### src/rtl/pwr_ctl_pkg.sv
package pwr_ctl_pkg;

  typedef enum logic [2:0] {
    ST_ACTIVE  = 3'd0,
    ST_STANDBY = 3'd1,
    ST_SLEEP   = 3'd2,
    ST_PDOWN   = 3'd3,
    ST_BOOT    = 3'd4
  } pwr_st_e;

  localparam logic [7:0] OP_STANDBY = 8'h41;
  localparam logic [7:0] OP_SLEEP   = 8'h42;
  localparam logic [7:0] OP_PDOWN   = 8'h50;
  localparam logic [7:0] OP_REF_EXT = 8'h44;
  localparam logic [7:0] OP_REF_INT = 8'h48;
  localparam logic [7:0] OP_F48     = 8'h62;
  localparam logic [7:0] OP_F36     = 8'h61;
  localparam logic [7:0] OP_CRST    = 8'h68;

  typedef struct packed {
    logic to_standby;
    logic to_sleep;
    logic to_pdown;
    logic ref_ext;
    logic ref_int;
    logic f48;
    logic f36;
    logic crst;
  } pwr_op_t;

  function automatic pwr_op_t decode_op(input logic vld, input logic [7:0] code);
    pwr_op_t o;
    o = '0;
    if (vld) begin
      case (code)
        OP_STANDBY: o.to_standby = 1'b1;
        OP_SLEEP:   o.to_sleep   = 1'b1;
        OP_PDOWN:   o.to_pdown   = 1'b1;
        OP_REF_EXT: o.ref_ext    = 1'b1;
        OP_REF_INT: o.ref_int    = 1'b1;
        OP_F48:     o.f48        = 1'b1;
        OP_F36:     o.f36        = 1'b1;
        OP_CRST:    o.crst       = 1'b1;
        default:    o = '0;
      endcase
    end
    return o;
  endfunction

  function automatic logic [1:0] mode_code(input pwr_st_e s);
    logic [2:0] v;
    v = s;
    return (s == ST_BOOT) ? 2'd3 : v[1:0];
  endfunction

endpackage

### src/rtl/pwr_ms_timer.sv
module pwr_ms_timer #(
  parameter int TW = 5
) (
  input  logic          clk,
  input  logic          rst_n,
  input  logic          abort,
  input  logic          load,
  input  logic [TW-1:0] load_val,
  input  logic          tick,
  output logic          running,
  output logic          done
);
  logic [TW-1:0] cnt;

  always_ff @(posedge clk or negedge rst_n) begin
    if (!rst_n)                   cnt <= '0;
    else if (abort)               cnt <= '0;
    else if (load)                cnt <= load_val;
    else if (tick && cnt != '0)   cnt <= cnt - 1'b1;
  end

  assign running = (cnt != '0);
  assign done    = tick && (cnt == TW'(1)) && !abort && !load;

  AST_TIMER_HOLD: assert property (@(posedge clk) disable iff (!rst_n)
    (running && !tick && !abort && !load) |=> running);

endmodule

### src/rtl/pwr_freq_sel.sv
module pwr_freq_sel (
  input  logic clk,
  input  logic rst_n,
  input  logic clear,
  input  logic req_valid,
  input  logic req_36,
  input  logic vsync,
  input  logic div_nz,
  output logic sel_36m,
  output logic commit
);
  logic vs_q, pend_q, pend_val;
  logic vs_edge, nxt_val;

  assign vs_edge = vsync && !vs_q;
  assign nxt_val = req_valid ? req_36 : pend_val;
  assign commit  = vs_edge && div_nz && (req_valid || pend_q) && !clear;

  always_ff @(posedge clk or negedge rst_n) begin
    if (!rst_n) vs_q <= 1'b0;
    else        vs_q <= vsync;
  end

  always_ff @(posedge clk or negedge rst_n) begin
    if (!rst_n) begin
      sel_36m  <= 1'b0;
      pend_q   <= 1'b0;
      pend_val <= 1'b0;
    end else if (clear) begin
      sel_36m  <= 1'b0;
      pend_q   <= 1'b0;
      pend_val <= 1'b0;
    end else if (commit) begin
      sel_36m  <= nxt_val;
      pend_q   <= 1'b0;
    end else if (req_valid) begin
      pend_q   <= 1'b1;
      pend_val <= req_36;
    end
  end

  AST_FREQ_STABLE: assert property (@(posedge clk) disable iff (!rst_n)
    (!clear && !commit) |=> $stable(sel_36m));
  AST_FREQ_ON_EDGE: assert property (@(posedge clk) disable iff (!rst_n)
    commit |-> ($rose(vsync) && div_nz));

endmodule

### src/rtl/pwr_state_ctl.sv
module pwr_state_ctl
  import pwr_ctl_pkg::*;
#(
  parameter int WAKE_MS = 20,
  parameter int BOOT_MS = 20
) (
  input  logic       clk,
  input  logic       rst_n,
  input  logic       cmd_valid,
  input  logic [7:0] cmd_code,
  input  logic       wake_req,
  input  logic       pd_n,
  input  logic       ms_tick,
  input  logic       vsync,
  input  logic       pclk_div_nz,
  output logic       reg_en,
  output logic       osc_en,
  output logic       pll_en,
  output logic       core_clk_en,
  output logic       pll_src_ext,
  output logic       sel_36m,
  output logic       core_rst,
  output logic       busy,
  output logic [1:0] pwr_state
);
  localparam int MAX_MS = (WAKE_MS > BOOT_MS) ? WAKE_MS : BOOT_MS;
  localparam int TW     = $clog2(MAX_MS + 1);

  pwr_st_e       st, st_nx;
  pwr_op_t       op;
  logic          pd_q, pd_rise, cfg_ok, freq_clear;
  logic          tmr_load, tmr_done, tmr_run;
  logic [TW-1:0] tmr_val;
  logic          freq_commit;

  assign op      = decode_op(cmd_valid, cmd_code);
  assign pd_rise = pd_n && !pd_q;
  assign cfg_ok  = pd_n && (st != ST_PDOWN) && (st != ST_BOOT);
  assign busy    = tmr_run;

  always_comb begin
    st_nx    = st;
    tmr_load = 1'b0;
    tmr_val  = '0;
    if (!pd_n) begin
      st_nx = ST_PDOWN;
    end else begin
      case (st)
        ST_ACTIVE: begin
          if (!busy) begin
            if (op.to_pdown)        st_nx = ST_PDOWN;
            else if (op.to_sleep)   st_nx = ST_SLEEP;
            else if (op.to_standby) st_nx = ST_STANDBY;
          end
        end
        ST_STANDBY: if (wake_req) st_nx = ST_ACTIVE;
        ST_SLEEP: begin
          if (wake_req) begin
            st_nx    = ST_ACTIVE;
            tmr_load = 1'b1;
            tmr_val  = TW'(WAKE_MS);
          end
        end
        ST_PDOWN: begin
          if (pd_rise) begin
            st_nx    = ST_BOOT;
            tmr_load = 1'b1;
            tmr_val  = TW'(BOOT_MS);
          end
        end
        ST_BOOT:  if (tmr_done) st_nx = ST_STANDBY;
        default:  st_nx = ST_PDOWN;
      endcase
    end
  end

  always_ff @(posedge clk or negedge rst_n) begin
    if (!rst_n) begin
      st   <= ST_STANDBY;
      pd_q <= 1'b1;
    end else begin
      st   <= st_nx;
      pd_q <= pd_n;
    end
  end

  always_ff @(posedge clk or negedge rst_n) begin
    if (!rst_n)                    pll_src_ext <= 1'b0;
    else if (st == ST_PDOWN)       pll_src_ext <= 1'b0;
    else if (cfg_ok && op.ref_ext) pll_src_ext <= 1'b1;
    else if (cfg_ok && op.ref_int) pll_src_ext <= 1'b0;
  end

  always_ff @(posedge clk or negedge rst_n) begin
    if (!rst_n) core_rst <= 1'b0;
    else        core_rst <= cfg_ok && op.crst;
  end

  pwr_ms_timer #(.TW(TW)) u_timer (
    .clk      (clk),
    .rst_n    (rst_n),
    .abort    (!pd_n),
    .load     (tmr_load),
    .load_val (tmr_val),
    .tick     (ms_tick),
    .running  (tmr_run),
    .done     (tmr_done)
  );

  assign freq_clear = !pd_n || (st == ST_PDOWN) || (st == ST_BOOT);

  pwr_freq_sel u_freq (
    .clk       (clk),
    .rst_n     (rst_n),
    .clear     (freq_clear),
    .req_valid (cfg_ok && (op.f48 || op.f36)),
    .req_36    (op.f36),
    .vsync     (vsync),
    .div_nz    (pclk_div_nz),
    .sel_36m   (sel_36m),
    .commit    (freq_commit)
  );

  assign reg_en      = (st != ST_PDOWN);
  assign osc_en      = (st == ST_ACTIVE) || (st == ST_STANDBY) || (st == ST_BOOT);
  assign pll_en      = osc_en;
  assign core_clk_en = (st == ST_ACTIVE) && !busy;
  assign pwr_state   = mode_code(st);

  AST_PD_FORCE: assert property (@(posedge clk) disable iff (!rst_n)
    !pd_n |=> (pwr_state == 2'd3 && !core_clk_en));
  AST_WAKE_STANDBY: assert property (@(posedge clk) disable iff (!rst_n)
    (st == ST_STANDBY && wake_req && pd_n) |=> (st == ST_ACTIVE && !busy));
  AST_WAKE_SLEEP: assert property (@(posedge clk) disable iff (!rst_n)
    (st == ST_SLEEP && wake_req && pd_n) |=> (st == ST_ACTIVE && busy));
  AST_UNKNOWN_CODE: assert property (@(posedge clk) disable iff (!rst_n)
    (cmd_valid && op == '0 && !wake_req && pd_n && pd_q && st != ST_BOOT)
      |=> $stable(st));
  AST_COMMIT_LIVE: assert property (@(posedge clk) disable iff (!rst_n)
    (freq_commit && pd_n) |-> (st != ST_PDOWN));

endmodule

### config.mk
export PLATFORM = sky130hd
export DESIGN_NAME = pwr_state_ctl
export DESIGN_NICKNAME = d
export VERILOG_FILES = /design/src/rtl/pwr_ctl_pkg.sv /design/src/rtl/pwr_ms_timer.sv /design/src/rtl/pwr_freq_sel.sv /design/src/rtl/pwr_state_ctl.sv
export SDC_FILE = /design/constraint.sdc
export NUM_CORES = 1
export LEC_CHECK = 0
export BUFFER_PORTS_ARGS = -buffer_cell sky130_fd_sc_hd__buf_2
export CAP_MARGIN = 10
export CORE_AREA = 8 8 57 59
export CTS_CLUSTER_SIZE = 20
export DETAILED_ROUTE_END_ITERATION = 10
export DIE_AREA = 0 0 65 67
export PLACE_DENSITY = 0.72
export SETUP_SLACK_MARGIN = 0.05
export SLEW_MARGIN = 20
export SYNTH_ARGS = -nofsm -noshare
export SYNTH_HDL_FRONTEND = slang
export SYNTH_HIERARCHICAL = 1
export SYNTH_SLANG_ARGS = --single-unit
export TNS_END_PERCENT = 20
### constraint.sdc
create_clock -name clk -period 2 [get_ports clk]
set_input_delay 0.2 -clock clk [delete_from_list [all_inputs] [get_ports clk]]
set_output_delay 0.2 -clock clk [all_outputs]
set_load 0.005 [all_outputs]
==> results.py <==
metrics = {
    "detailed_routing": {
        "dr.pass1.iters": 4,
        "detailroute.via_count": 1067,
        "drt_drc_violations_left": 0,
        "drt_first_iter_violations": 42,
        "routed_wire_length_per_instance_um": 15.4,
        "number_of_routed_nets_with_antenna_violations": 0,
        "detail_route.vias_per_cell": 5.59,
        "detail_route.wirelength_um": 2950,
    },
    "global_route": {
        "gr-usage-met1_pct": 15.2,
        "grt_pass1_wl_um": 4630,
        "grt_start_max_net_pins": 16,
        "globalRoute.busiestLayer": "met2",
        "grt_use_met2_pct": 22.1,
        "grt_pass1_vias": 1092,
        "grtUsageMet3_pct": 4.03,
        "globalRouteTotalUtil_pct": 13.3,
        "grt.overflow.total": 0,
        "grt_antenna_before_repair": 0,
    },
    "timing": {
        "finalWorstSetupSlack_ps": 31.1,
        "finish_stage_setup_viols": 0,
        "grt_setup_unrepaired": "yes",
        "timing_max_transition_violations_final": 0,
        "min_tclk_post_route_ps": 1970,
        "fmaxAchievable_ghz": 0.508,
        "report.final.hold_viol_count": 0,
        "relSlewSlack_pct": 66.5,
        "period_share_pct": 98.4,
        "final.setup_skew_ps": 9.32,
        "tightest_slew_ps": 490,
    },
    "floorplan": {
        "die_height_um": 67,
        "initial_utilization_pct": 45.1,
        "coreArea_um2": 2360,
        "floorplan.die_area_um2": 4360,
        "chipWidth_um": 65,
        "ioPinCount": 26,
        "num_rows": 18,
    },
    "setup_path": {
        "critical-path-top-delay-family": "simple AND/OR/NAND/NOR gates",
        "worst_path_max_delay_cell": "sky130_fd_sc_hd__or4b_4",
        "timing_startpoint_of_the_critical_path": "u_timer/cnt[1]$_DFFE_PN0P_",
        "worstReg2RegStart": "u_timer/cnt[1]$_DFFE_PN0P_",
        "crit_path_max_incr_delay_ps": 540,
        "crit_required_ps": 1800,
        "crit_chain": "inv_2 -> ha_4 -> or4b_4 -> nor3_4 -> buf_2",
        "number_of_buffers_and_inverters_on_the_critical_path": 2,
        "critical_path_arrival_ps": 1770,
        "critPathMaxFanout": 7,
        "timing.critical_path.from_type": "flop",
        "timing.setup.critical_path_class": "flop to output port",
        "critPathCaptureType": "output port",
    },
    "placed_design": {
        "placement.setup.worst_slack_ps": -25.6,
        "dpl.hpwl_um": 1990,
        "place.gp.congestion": 0.810,
        "io_buffers": 25,
    },
    "clock_tree": {
        "numCtsBuffers": 3,
        "clk_latency_ps": 290,
        "cts_tree": "done",
        "h-tree-depth": 1,
        "cts.sink_count": 15,
        "clk_pin_slew_worst_paths_ps": 100,
        "clock-root-buffer": "sky130_fd_sc_hd__clkbuf_4",
        "cts-root-to-sink-buffers": 2,
    },
    "final_layout": {
        "synthToLayoutAreaGrowth_pct": 34.1,
        "final_nets": 180,
        "num_antenna_cells": 0,
        "drive_gt1_share_pct": 42.2,
        "layout.filler_cells": 207,
    },
    "yosys": {
        "synthesis.area_per_instance_um2": 8.82,
        "syn_inst": 121,
        "mappedNetlistArea_um2": 1070,
        "synth-warning-count": 6,
    },
    "flow_run": {
        "maxCapViolations": 0,
    },
    "power": {
        "power.static_leakage_nw": 0.680,
        "design_power_total_w": 0.00155,
        "p_per_area_nw_per_um2": 1080,
        "power.ir.vdd_worst_v": 0.000680,
    },
    "min_path": {
        "hold_class": "input port to flop",
        "worst_hold_startpoint": "pd_n",
    },
    "status": {
        "outcome": "completed",
    },
}
## layout by cell type (no fill, tap or decap), types with 2 or more instances in the layout
master,n
sky130_fd_sc_hd__a2111oi_0,2
sky130_fd_sc_hd__a211o_1,2
sky130_fd_sc_hd__a21oi_1,5
sky130_fd_sc_hd__and3_1,2
sky130_fd_sc_hd__buf_2,25
sky130_fd_sc_hd__buf_4,18
sky130_fd_sc_hd__clkbuf_4,3
sky130_fd_sc_hd__conb_1,3
sky130_fd_sc_hd__dfrtp_1,12
sky130_fd_sc_hd__dfstp_2,2
sky130_fd_sc_hd__inv_1,7
sky130_fd_sc_hd__inv_2,2
sky130_fd_sc_hd__nand2_1,6
sky130_fd_sc_hd__nand3_1,4
sky130_fd_sc_hd__nand3b_4,2
sky130_fd_sc_hd__nor2_1,11
sky130_fd_sc_hd__nor3_1,6
sky130_fd_sc_hd__nor4_2,2
sky130_fd_sc_hd__nor4b_1,2
sky130_fd_sc_hd__o211ai_1,3
sky130_fd_sc_hd__o21ai_0,3
sky130_fd_sc_hd__xnor2_1,2
## routing by layer
layer	up-vias	part of all wire (%)
li1	517	-
met1	507	42
met2	35	51
met3	8	5.4
met4	0	1.4
met5	-	0
## state kept, by name, summed over array words and instances, names as in the netlist
signal           flops
st                   3
u_freq/pend_q        1
u_freq/sel_36m       1
pd_q                 1
u_freq/vs_q          1
u_freq/pend_val      1
core_rst             1
pll_src_ext          1
u_timer/cnt          5
## layout make-up
| cell class | count | area, um^2 | area share [%] |
|---|---|---|---|
| Sequential cell | 15 | 379 | 26.5 |
| Tap cell | 30 | 37.5 | 2.62 |
| Clock buffer | 4 | 26.3 | 1.84 |
| Timing Repair Buffer | 44 | 270 | 18.9 |
| Multi-Input combinational cell | 89 | 684 | 47.8 |
| Inverter | 9 | 33.8 | 2.36 |
## worst reg2reg max path: cells and delay by family (launching register included)
kind                     cells  cell delay, ps
AO/OA/AOI/OAI                2             710
flip-flops                   1             420
AND/OR/NAND/NOR              1             540
adder cells (fa/ha/maj)      1             130
buffers and inverters        1              90
## repair_timing
| item | 4_1_cts | 5_1_grt |
|---|---|---|
| hold buffers | 1 | 0 |
| pin swaps | 1 | 10 |
| gates cloned | 0 | 0 |
| endpoints found under the hold margin | 13 | 0 |
| buffers inserted | 2 | 5 |
| gates resized for setup | 6 | 9 |
| setup endpoints to repair | 5 | 8 |
## report_power, final
group          internal [W]  switching (W)
clock             0.0000776       0.000108
combinational      0.000471       0.000450
sequential         0.000372      0.0000720
total              0.000920       0.000630
## path summary, 6_finish.rpt
path / endpoint / slack (ps) / cells past startpoint
worst max-delay path: core_clk_en / 30 / 5
worst min-delay path: pd_q$_DFF_PN1_ / 50 / 1
worst max register to register: u_timer/cnt[1]$_DFFE_PN0P_ / 50 / 5
worst min register to register: u_freq/sel_36m$_DFFE_PN0P_ / 570 / 2
max in group asynchronous: pd_q$_DFF_PN1_ / 1360 / 2
min in group asynchronous: core_rst$_DFF_PN0_ / 330 / 2
## per-stage QoR
stage	hold slack (ps)	cell area [um^2]	util, %	setup TNS, ps	instances
floorplan	-95.6	1080	-	-86.4	123
global placement	129	1280	54.1	0	179
detailed placement	130	1280	54.1	-26.5	179
CTS	38.4	1350	57.1	0	186
global route	33.9	1430	60.5	-73.8	191
finish	45.7	1430	60.5	0	191
No activity file was read; power rests on OpenSTA's default activity.
